==> config.mk <==
export PLATFORM = sky130hd
export DESIGN_NAME = ack_poller
export DESIGN_NICKNAME = d
export VERILOG_FILES = /design/src/rtl/ap_pkg.sv /design/src/rtl/ap_try_counter.sv /design/src/rtl/ap_cmd_map.sv /design/src/rtl/ack_poller.sv
export SDC_FILE = /design/constraint.sdc
export NUM_CORES = 1
export LEC_CHECK = 0
export BUFFER_PORTS_ARGS = -buffer_cell sky130_fd_sc_hd__buf_4
export CAP_MARGIN = 20
export CELL_PAD_IN_SITES_DETAIL_PLACEMENT = 1
export CELL_PAD_IN_SITES_GLOBAL_PLACEMENT = 1
export CORE_MARGIN = 2
export CORE_UTILIZATION = 29
export DETAILED_ROUTE_END_ITERATION = 7
export HOLD_SLACK_MARGIN = 0.1
export PLACE_DENSITY = 0.72
export SLEW_MARGIN = 10
export SYNTH_ARGS = -nofsm -noshare
export SYNTH_HDL_FRONTEND = slang
export SYNTH_SLANG_ARGS = --single-unit
==> constraint.sdc <==
create_clock -name clk -period 2.1 [get_ports clk]
set_input_delay 0.42 -clock clk [delete_from_list [all_inputs] [get_ports clk]]
set_output_delay 0.42 -clock clk [all_outputs]
set_load 0.02 [all_outputs]
==> src/rtl/ap_pkg.sv <==
package ap_pkg;
    localparam int BYTE_W = 8;
    localparam int DEV_W  = 7;

    typedef enum logic [2:0] {
        S_IDLE,
        S_POLL_START,
        S_POLL_DEV,
        S_POLL_ACK,
        S_ADDR_SEND,
        S_ADDR_ACK,
        S_RESTART,
        S_STOP
    } ap_state_e;

    localparam logic [2:0] OP_START   = 3'd0;
    localparam logic [2:0] OP_SEND    = 3'd1;
    localparam logic [2:0] OP_RDACK   = 3'd2;
    localparam logic [2:0] OP_RESTART = 3'd3;
    localparam logic [2:0] OP_STOP    = 3'd4;

    localparam logic [1:0] KIND_NONE  = 2'd0;
endpackage

==> src/rtl/ap_try_counter.sv <==
module ap_try_counter #(
    parameter int W = 8
) (
    input  logic         clk,
    input  logic         rst_n,
    input  logic         clr,
    input  logic         inc,
    input  logic [W-1:0] limit,
    output logic [W-1:0] count,
    output logic         at_limit
);
    logic [W-1:0] cnt_q;
    logic [W-1:0] lim_eff;

    always_ff @(posedge clk or negedge rst_n) begin
        if (!rst_n)   cnt_q <= '0;
        else if (clr) cnt_q <= '0;
        else if (inc) cnt_q <= cnt_q + W'(1);
    end

    always_comb begin
        lim_eff  = (limit == '0) ? W'(1) : limit;
        at_limit = (cnt_q >= lim_eff);
    end

    assign count = cnt_q;
endmodule

==> src/rtl/ap_cmd_map.sv <==
module ap_cmd_map
    import ap_pkg::*;
(
    input  ap_state_e          st,
    input  logic [DEV_W-1:0]   dev,
    input  logic [BYTE_W-1:0]  maddr,
    output logic               req,
    output logic [2:0]         op,
    output logic [BYTE_W-1:0]  data
);
    always_comb begin
        req  = 1'b1;
        op   = OP_STOP;
        data = '0;
        unique case (st)
            S_IDLE:       req = 1'b0;
            S_POLL_START: op  = OP_START;
            S_POLL_DEV: begin
                op   = OP_SEND;
                data = {dev, 1'b0};
            end
            S_POLL_ACK:   op  = OP_RDACK;
            S_ADDR_SEND: begin
                op   = OP_SEND;
                data = maddr;
            end
            S_ADDR_ACK:   op  = OP_RDACK;
            S_RESTART:    op  = OP_RESTART;
            S_STOP:       op  = OP_STOP;
            default:      req = 1'b0;
        endcase
    end
endmodule

==> src/rtl/ack_poller.sv <==
module ack_poller
    import ap_pkg::*;
#(
    parameter int TRY_W = 8
) (
    input  logic             clk,
    input  logic             rst_n,
    input  logic             go,
    input  logic [1:0]       op_kind,
    input  logic [6:0]       dev_sel,
    input  logic [7:0]       mem_addr,
    input  logic [TRY_W-1:0] max_tries,
    output logic             eng_req,
    output logic [2:0]       eng_op,
    output logic [7:0]       eng_byte,
    input  logic             eng_done,
    input  logic             eng_ack,
    output logic             busy,
    output logic             ready,
    output logic             done,
    output logic             timeout,
    output logic [TRY_W-1:0] tries
);
    ap_state_e          state, nxt;
    logic [1:0]         kind_q;
    logic [DEV_W-1:0]   dev_q;
    logic [BYTE_W-1:0]  addr_q;
    logic [TRY_W-1:0]   lim_q;
    logic               step, accept, at_limit, finish;

    assign accept = (state == S_IDLE) && go;
    assign step   = eng_req && eng_done;
    assign finish = step && (nxt == S_IDLE);
    assign busy   = (state != S_IDLE);

    ap_cmd_map u_map (
        .st    (state),
        .dev   (dev_q),
        .maddr (addr_q),
        .req   (eng_req),
        .op    (eng_op),
        .data  (eng_byte)
    );

    ap_try_counter #(.W(TRY_W)) u_cnt (
        .clk      (clk),
        .rst_n    (rst_n),
        .clr      (accept),
        .inc      (step && state == S_POLL_START),
        .limit    (lim_q),
        .count    (tries),
        .at_limit (at_limit)
    );

    always_comb begin
        nxt = state;
        unique case (state)
            S_IDLE:       if (go) nxt = S_POLL_START;
            S_POLL_START: if (step) nxt = S_POLL_DEV;
            S_POLL_DEV:   if (step) nxt = S_POLL_ACK;
            S_POLL_ACK: if (step) begin
                if (eng_ack)       nxt = (kind_q == KIND_NONE) ? S_STOP : S_ADDR_SEND;
                else if (at_limit) nxt = S_STOP;
                else               nxt = S_POLL_START;
            end
            S_ADDR_SEND:  if (step) nxt = S_ADDR_ACK;
            S_ADDR_ACK:   if (step) nxt = kind_q[1] ? S_RESTART : S_IDLE;
            S_RESTART:    if (step) nxt = S_IDLE;
            S_STOP:       if (step) nxt = S_IDLE;
            default:      nxt = S_IDLE;
        endcase
    end

    always_ff @(posedge clk or negedge rst_n) begin
        if (!rst_n) state <= S_IDLE;
        else        state <= nxt;
    end

    always_ff @(posedge clk or negedge rst_n) begin
        if (!rst_n) begin
            ready   <= 1'b0;
            done    <= 1'b0;
            timeout <= 1'b0;
            kind_q  <= '0;
            dev_q   <= '0;
            addr_q  <= '0;
            lim_q   <= '0;
        end else begin
            ready <= step && (state == S_POLL_ACK) && eng_ack;
            done  <= finish;
            if (accept) begin
                timeout <= 1'b0;
                kind_q  <= op_kind;
                dev_q   <= dev_sel;
                addr_q  <= mem_addr;
                lim_q   <= max_tries;
            end else if (step && state == S_POLL_ACK && !eng_ack && at_limit) begin
                timeout <= 1'b1;
            end
        end
    end
endmodule

==> summary.txt <==
fmax = 0.5002 GHz
largest net degree at the start of global routing = 42
Post-Synth Adder-Cell Area = 0.05538
pwr dens = 1360 nW/um2
Area Growth Syn to Fin = 32.37%
status = completed
first-pass GRT wire length = 8404 um
Fin Clk Skew = 0.006272 ns
setup TNS = 0 ns
Root Driver = clkbuf_8
DRC = 0
ANT nets after route = 0
GR Overflow Total = 0
slowest CP cell = dfrtp_1
simple-gate area share of the yosys netlist = 0.1538
Crit. End Element = flop
htree depth = 2
antenna violations before repair = 0
setup bufs post-CTS = 0
sequential area share after synthesis = 0.4800
Yosys reg bits = 39
max-cap violations = 0
die height = 87.73 um
Mapped Area = 2033 um2
Avg Cell Area, Syn = 10.27 um2
total CTS buffers = 5
Hold Fails Final Rpt = 0
gpl congestion = 0.7633
Comb pwr share = 0.474
Rows = 30
Leak Pwr = 1.289 nW
worst slew pin tran = 0.4990 ns
Routed WL = 5022 um
Worst R2R Path Depth = 8
top_reg_cell synth = dfrtp_1
WP data required = 2.28 ns
crit path buf inv count = 0
DR WL/cell = 14.35 um
DRT iter0 DRCs = 35
Netlist cell types = 40
# port buffers = 53
sequential power share = 0.347
critical path launch point type = flop
EDFF count, synth = 0
Worst Path Max Fanout = 2
DR vias/cell = 4.649
DRT Pass-1 Iters = 4
vias in the first global route = 1,759
Worst path max stage delay = 0.39 ns
share of synthesized registers carrying an async set or reset = 1.000
largest family of logic cells by synthesized area = simple AND/OR/NAND/NOR gates
IO Count = 54
clk sinks = 39
core area = 6794 um2
clock latency on the worst-skew pair = 0.30 ns
worst r2r src = lim_q[2]
Crit Reg-Reg Endpoint = state[1]
switching fraction of total power = 0.3807
most frequent cells in the layout = buf_4 (59), dfrtp_1 (38), nor2_1 (25)
Slew Viols, Final = 0
Die Span X = 87.73 um
Placed Area = 2552 um2
layout cell share with drive strength beyond 1 = 0.3740
WS Path Type = reg -> reg
number of diodes = 0
Switch Pwr = 1.394 mW
crit share post-route = 0.9519
Worst-path clk slew = 0.08 ns
Cells after Synth = 198
routed wl met2 = 2571 um
Synth Area in Compound Gates = 0.1200
ordered cell list for the critical path = nor4_2 -> a41o_1 -> ha_1 -> nand2b_4 -> a2111oi_2 -> nor3_1 -> a31oi_1 -> o31ai_1
xor/xnor share of the synthesized area = 0.03446
Critical Path AT = 2.18 ns
unrepaired setup endpoints after global routing = true
relative slew slack = 0.6673
clk buf depth = 2
Detail Placement HPWL = 3655 um
final instance area = 2691 um2
wire length on met1 = 2196 um
Vias = 1,627
YS warnings = 0
post-layout net count = 292
die area = 7697 um2
syn nets = 237
uppermost layer routed = met4
CTS tree = done
Tmin final = 1.999 ns
met3 WL post-DR = 174 um
delay-heaviest family, CP = compound AO/OA/AOI/OAI gates
P_int = 2.268 mW
Clk pwr share = 0.178
Reg2Reg Setup Slack = 0.10 ns
post-synthesis mux area share = 0.1046
Hold/Removal Path Class = in -> async
most common cell after layout, fill and taps aside = buf_4
final setup fails = 0
initial core utilization = 0.2993
Max IR drop VDD = 0.4440 mV
Tot GR Track Use = 0.1401
[worst reg2reg max path: stages, from the launching register on]
cell and delay [ns]:
dfrtp_1 0.39, nor4_2 0.26, a41o_1 0.19, ha_1 0.22
nand2b_4 0.15, a2111oi_2 0.30, nor3_1 0.10, a31oi_1 0.18
o31ai_1 0.09
[routing by layer]
layer  GRT usage  vias up
li1            -      795
met1      0.1807      799
met2      0.2328       25
met3     0.03110        8
met4     0.04755        0
met5           0        -
[through the flow]
step | std cells | total power, mW | worst slack [ns] | hold slack, ns | util
finish | 350 | 3.661 | 0.1009 | 0.09291 | 0.3961
floorplan | 198 | 2.374 | 0.1449 | 0.1244 | -
detailed placement | 342 | 2.966 | -0.02162 | 0.4270 | 0.3757
global route | 350 | 3.950 | -0.02991 | 0.1226 | 0.3961
global placement | 342 | 2.889 | 0.006382 | 0.4251 | 0.3757
CTS | 350 | 3.678 | 0.02453 | 0.1039 | 0.3948
[worst max path at each step]
stage          startpoint  endpoint  cells after the start
2_1_floorplan    lim_q[2]  state[1]                      8
6_report         lim_q[2]  state[1]                      8
3_3_place_gp     lim_q[2]  state[1]                      8
4_1_cts          lim_q[2]  state[1]                      8
3_5_place_dp     lim_q[5]  state[1]                      8
5_1_grt          lim_q[2]  state[1]                      8
[synth_stat cells (2+ instances only)]
library cell,count,area (um2)
nor2b_1,2,12.51
clkbuf_1,3,11.26
buf_2,6,30.03
nor3_1,3,15.01
nand3_1,2,10.01
xor2_1,7,61.31
and3_1,4,25.02
dfrtp_1,39,975.9
buf_4,3,22.52
nor2_1,25,93.84
mux2_2,18,202.7
a21oi_1,4,20.02
a22oi_1,8,60.06
nand2_1,15,56.30
o21ai_0,13,65.06
inv_1,11,41.29
ha_1,9,112.6
nand4_1,4,25.02
[kinds of logic (layout without fill, tap and decap cells)]
kind of cell    count (synthesis)  in the layout
compound gates                 37             37
flops                          39             39
fa+ha+maj                       9              9
buf+inv                        23             79
simple gates                   63             63
xor+xnor                        8              8
mux                            19             19
[repair_timing]
| action | in CTS | in global routing |
|---|---|---|
| pin swaps | 0 | 3 |
| gates resized for setup | 3 | 2 |
| setup endpoints to repair | 1 | 8 |
| hold buffers | 0 | 0 |
[area by class of cell]
class                   instances  area, um2
clock buffers                   6      82.58
flip-flops and latches         39      977.2
fillers                       774       4103
multi-input cells             136      972.2
clock inverters                 2      35.03
repair buffers                 60      462.9
well taps                      96      120.1
inverters                      11      41.29
[flip-flops by register name (all words and copies together), names as in the netlist]
signal and cells:
addr_q 8, lim_q 8, u_cnt.count 8, dev_q 7, state 3, kind_q 2
done 1, ready 1, timeout 1
[power groups by stage]
stage                     logic [mW]  clock network, mW  registers (mW)
after floorplan                 1.13                  0            1.25
after global placement          1.62                  0            1.26
after detailed placement        1.68                  0            1.28
after CTS                       1.73              0.677            1.27
after global routing            1.92              0.704            1.32
final                           1.74              0.654            1.27
(Power assumes the default switching activity.)
